--- src/rtl/ioup_pkg.sv ---
package ioup_pkg;
  localparam int PS_CODE_W = 2;
  localparam int IVAL_W    = 32;
  localparam int SYNC_STG  = 2;

  typedef enum logic [PS_CODE_W-1:0] {
    PS_DIV1 = 2'b00,
    PS_DIV2 = 2'b01,
    PS_DIV4 = 2'b10,
    PS_DIV8 = 2'b11
  } ps_code_e;
endpackage

--- src/rtl/ioup_prescaler.sv ---
module ioup_prescaler #(
  parameter int CODE_W = 2
) (
  input  logic              clk,
  input  logic              rst_n,
  input  logic              run,
  input  logic [CODE_W-1:0] code,
  output logic              tick
);
  localparam int CNT_W = (1 << CODE_W) - 1;

  logic [CNT_W-1:0] cnt_q;
  logic [CNT_W:0]   div_m1;

  always_comb begin
    div_m1 = ({{CNT_W{1'b0}}, 1'b1} << code) - {{CNT_W{1'b0}}, 1'b1};
    tick   = run && ({1'b0, cnt_q} >= div_m1);
  end

  always_ff @(posedge clk) begin
    if (!rst_n || !run) cnt_q <= '0;
    else if (tick)      cnt_q <= '0;
    else                cnt_q <= cnt_q + 1'b1;
  end

  AST_TICK_GAP: assert property (@(posedge clk) disable iff (!rst_n)
    (tick && code != '0) |=> (!tick || code == '0));
endmodule

--- src/rtl/ioup_interval_counter.sv ---
module ioup_interval_counter #(
  parameter int W = 32
) (
  input  logic         clk,
  input  logic         rst_n,
  input  logic         run,
  input  logic         tick,
  input  logic [W-1:0] reload_i,
  output logic         fire_o
);
  logic [W-1:0] cnt_q;

  assign fire_o = run && tick && (cnt_q == '0);

  always_ff @(posedge clk) begin
    if (!rst_n || !run) cnt_q <= reload_i;
    else if (fire_o)    cnt_q <= reload_i;
    else if (tick)      cnt_q <= cnt_q - 1'b1;
  end

  AST_RELOAD: assert property (@(posedge clk) disable iff (!rst_n)
    fire_o |=> (cnt_q == $past(reload_i)));
endmodule

--- src/rtl/ioup_edge_sync.sv ---
module ioup_edge_sync #(
  parameter int STAGES = 2
) (
  input  logic clk,
  input  logic rst_n,
  input  logic pin,
  output logic rise
);
  logic [STAGES:0] sh_q;

  always_ff @(posedge clk) begin
    if (!rst_n) sh_q <= '0;
    else        sh_q <= {sh_q[STAGES-1:0], pin};
  end

  assign rise = sh_q[STAGES-1] & ~sh_q[STAGES];
endmodule

--- src/rtl/ioup_strobe_gen.sv ---
module ioup_strobe_gen
  import ioup_pkg::*;
#(
  parameter int CODE_W = PS_CODE_W,
  parameter int IW     = IVAL_W,
  parameter int STG    = SYNC_STG
) (
  input  logic              clk_sync,
  input  logic              rst_n,
  input  logic              int_mode,
  input  logic [CODE_W-1:0] ps_code,
  input  logic [IW-1:0]     interval,
  input  logic              upd_pin_in,
  output logic              upd_strobe,
  output logic              upd_pin_oe,
  output logic              upd_pin_out
);
  logic mode_q;
  logic run;
  logic tick;
  logic fire;
  logic ext_rise;
  logic strobe_q;

  assign run = int_mode & mode_q;

  ioup_prescaler #(.CODE_W(CODE_W)) u_pre (
    .clk(clk_sync), .rst_n(rst_n), .run(run), .code(ps_code), .tick(tick)
  );

  ioup_interval_counter #(.W(IW)) u_cnt (
    .clk(clk_sync), .rst_n(rst_n), .run(run), .tick(tick),
    .reload_i(interval), .fire_o(fire)
  );

  ioup_edge_sync #(.STAGES(STG)) u_sync (
    .clk(clk_sync), .rst_n(rst_n), .pin(upd_pin_in), .rise(ext_rise)
  );

  always_ff @(posedge clk_sync) begin
    if (!rst_n) begin
      mode_q   <= 1'b0;
      strobe_q <= 1'b0;
    end else begin
      mode_q   <= int_mode;
      strobe_q <= int_mode ? fire : ext_rise;
    end
  end

  assign upd_strobe  = strobe_q;
  assign upd_pin_oe  = mode_q;
  assign upd_pin_out = strobe_q & mode_q;

  AST_OE_IDLE: assert property (@(posedge clk_sync) disable iff (!rst_n)
    !upd_pin_oe |-> !upd_pin_out);
  AST_ENABLE_QUIET: assert property (@(posedge clk_sync) disable iff (!rst_n)
    $rose(upd_pin_oe) |-> !upd_strobe);
  AST_EXT_SINGLE: assert property (@(posedge clk_sync) disable iff (!rst_n)
    (upd_strobe && !upd_pin_oe) |=> !upd_strobe);
endmodule

--- config.mk ---
export PLATFORM = sky130hd
export DESIGN_NAME = ioup_strobe_gen
export DESIGN_NICKNAME = d
export VERILOG_FILES = /design/src/rtl/ioup_pkg.sv /design/src/rtl/ioup_prescaler.sv /design/src/rtl/ioup_interval_counter.sv /design/src/rtl/ioup_edge_sync.sv /design/src/rtl/ioup_strobe_gen.sv
export SDC_FILE = /design/constraint.sdc
export NUM_CORES = 1
export LEC_CHECK = 0
export BUFFER_PORTS_ARGS = -buffer_cell sky130_fd_sc_hd__buf_2
export CAP_MARGIN = 15
export CORE_MARGIN = 2
export CORE_UTILIZATION = 51
export DETAILED_ROUTE_END_ITERATION = 12
export PLACE_DENSITY_LB_ADDON = 0.08
export REMOVE_ABC_BUFFERS = 1
export SETUP_SLACK_MARGIN = 0.2
export SLEW_MARGIN = 20
export SYNTH_ARGS = -nofsm -noshare
export SYNTH_HDL_FRONTEND = slang
export SYNTH_SLANG_ARGS = --single-unit
--- constraint.sdc ---
create_clock -name clk_sync -period 2 [get_ports clk_sync]
set_input_delay 0.3 -clock clk_sync [delete_from_list [all_inputs] [get_ports clk_sync]]
set_output_delay 0.3 -clock clk_sync [all_outputs]
set_load 0.005 [all_outputs]
==> reports/results.ini <==
[timing]
setup_viol_count_final = 31
max_freq_ghz = 0.471
finalClockSkew_ns = 0.00759
maxSlewHeadroom_pct = 77.0
period_needed_ns = 2.12
hold_violations = 0
layout_setup_ws_ns = -0.122
slew_violations = 0
final.period_utilization_pct = 106
rsz0062_at_grt = true
worstMarginPinSlew_ns = 0.343

[clock_tree]
cts_tree = built
ctsHoldBuffers = 0
clockBufferDepth = 2
cts.clk_slew.worst_paths_ns = 0.08
cts_num_sinks = 40
clock-root-buffer = clkbuf_8
numCtsBuffers = 5
clock_latency_ns = 0.30
cts_max_level = 2

[global_routing]
grt_pass1_wl_um = 8580
antenna_found_initial = 0
track_usage_pct = 21.2
grt_pass1_vias = 1889
gr-total-overflow = 0
grt_max_degree = 17

[drt]
finalWirelength_um = 5280
vias = 1783
ant_nets = 0
drt-initial-drc-count = 63
first_pass_iters = 4
avgViaCountPerCell = 5.26
drc_errors = 0
met1_length_um = 2240
wl_per_cell_um = 15.6
routed-wl-met2_um = 2740
top_layer = met4
dr_wl_met3_um = 168

[place]
gp_congestion = 0.881
pre_cts_slack_ns = -0.393
place_inst = 327
place_hpwl_um = 3910
port_buffers = 40

[floorplanning]
die_area_um2 = 5360
num_io_pins = 41
dieHeight_um = 73.2
die_w_um = 73.2
core_um2 = 4660
rows = 25
initial_utilization_pct = 52.5

[flow_run]
max_cap_viol_count = 0

[synth]
syn_area_per_cell_um2 = 12.7
synth-main-ff-cell = edfxtp_1
ys_seq_elements = 40
yosysSeqAreaShare_pct = 45.9
yosys_warnings = 0
syn_inst = 192
yosysTopAreaCell = edfxtp_1
synth_edf_count = 32
yosysTopAreaCellShare_pct = 39.3
synth_area_um2 = 2440
async_reset_ff_share_pct = 0
yosysUniqueCellTypes = 36
synth_area_leaders = edfxtp_1 39%, mux2_4 17%, xor2_1 7.5%

[outcome]
violations = negative setup slack
status = finished, violations left

[worst_setup_path]
worstPathArrival_ns = 2.17
crit_type = reg2reg
path_delay_family = simple AND/OR/NAND/NOR gates
cp_max_fo = 4
crit_buf_inv = 1
required_ns = 2.05
cp-start-kind = flop
max_stage_delay_ns = 0.55
cp-end-kind = flop
path_cells = buf_4 > or4_1 > o41ai_1 > nand2_1 > mux2_4
critPathSlowestCell = or4_1

[power_and_ir_drop]
power_frac_clock_pct = 29.8
power_frac_comb_pct = 17.3
p_sw_share_pct = 24.9
power_density_nw_per_um2 = 577
leakagePower_nw = 1.43
p_int_w = 0.00144
ir_drop_v = 0.000415
total_switching_power_w = 0.000475
pwr-share-seq_pct = 53.0

[cells_and_area]
diodes = 0
syn_to_final_growth_pct = 35.6
drive_gt1_share_pct = 52.3
final_nets = 327
layout.cells.non_filler = 339

[worst_hold_path]
min_path_type = in2reg

final cells by class:
type,count,area (um2)
clock buffer,6,82.6
clock inverter,2,10.0
fill,332,1350
inverter,7,26.3
multi-input combinational,142,1380
sequential,40,1120
tap,54,67.6
timing repair buffer,88,622
Yosys cell counts (2+ instances only):
cell	count
edfxtp_1	32
mux2_4	28
xor2_1	21
nor2_1	15
nor3_1	11
nand2_1	10
dfxtp_1	8
and2_1	7
inv_1	7
xnor2_1	7
nor4_1	6
ha_1	5
buf_6	3
nand4_1	3
or2_2	3
mux2_2	2
nand3_1	2
nor4_4	2
o41ai_1	2
or3_1	2
per-layer routing:
metal	vias up	global-route usage (%)
li1	891	-
met1	846	24.6
met2	35	37.6
met3	11	4.97
met4	0	8.02
met5	-	0
what timing repair did:
action                     in CTS  in global routing
buffers inserted                3                  1
setup endpoints to repair      68                 44
gates resized for setup        20                  6
pin swaps                       3                  0
gates cloned                    0                  0
layout by cell type, fill, tap and decap left out, drive strengths merged, types with 3 or more instances in the layout:
| cell type | instances |
|---|---|
| buf | 88 |
| edfxtp | 32 |
| mux2 | 30 |
| xor2 | 21 |
| nor2 | 16 |
| nor3 | 11 |
| nand2 | 10 |
| nor4 | 9 |
| dfxtp | 8 |
| and2 | 7 |
| xnor2 | 7 |
| inv | 7 |
| clkbuf | 6 |
| ha | 5 |
| nand4 | 4 |
| or2 | 3 |
final timing paths:
path	start	end	slack, ns	cells after the start
setup / recovery	u_cnt.cnt_q[2]	u_cnt.cnt_q[7]	-0.12	5
hold / removal	upd_pin_in	u_sync.sh_q[0]	0.21	2
setup reg to reg	u_cnt.cnt_q[2]	u_cnt.cnt_q[7]	-0.12	5
hold reg to reg	u_sync.sh_q[0]	u_sync.sh_q[1]	0.46	1
metrics by stage:
stage,total power (W),cell area [um2],TNS (ns),hold WS [ns],util [%]
2_1_floorplan,0.00118,2410,-24.76,0.412,-
3_3_place_gp,0.00131,3060,-14.56,0.425,65.6
3_5_place_dp,0.00133,3060,-19.05,0.445,65.6
4_1_cts,0.00191,3280,-3.14,0.197,70.4
5_1_grt,0.00199,3310,-5.67,0.189,71.1
6_report,0.00191,3310,-2.57,0.208,71.1
power by group through the flow:
| stage | sequential, W | clock (W) | combinational (W) |
|---|---|---|---|
| 2_1_floorplan | 0.00103 | 0 | 0.000151 |
| 3_3_place_gp | 0.00102 | 0 | 0.000288 |
| 3_5_place_dp | 0.00103 | 0 | 0.000302 |
| 4_1_cts | 0.00101 | 0.000576 | 0.000326 |
| 5_1_grt | 0.00102 | 0.000613 | 0.000357 |
| 6_report | 0.00101 | 0.000569 | 0.000330 |
worst register-to-register path, cell delays in order, from the launching register on:
cell and delay [ns]:
edfxtp_1 0.50, buf_4 0.20, or4_1 0.55, o41ai_1 0.27
nand2_1 0.10, mux2_4 0.26
cell families (layout without fill, tap and decap cells):
group	Yosys count	after routing	synth area share, %
AND/OR/NAND/NOR	69	69	17.4
flip-flops	40	40	45.9
multiplexers	31	31	18.5
XOR/XNOR	28	28	10.0
buffers and inverters	10	103	2.46
AO/OA/AOI/OAI	9	9	3.17
adder cells (fa/ha/maj)	5	5	2.56
flip-flops by register name, summed over array words and instances (netlist names):
register     flops
u_pre.cnt_q      3
u_sync.sh_q      3
upd_strobe       1
upd_pin_oe       1
u_cnt.cnt_q     32
Note: power is estimated with default switching activity, not from simulation.
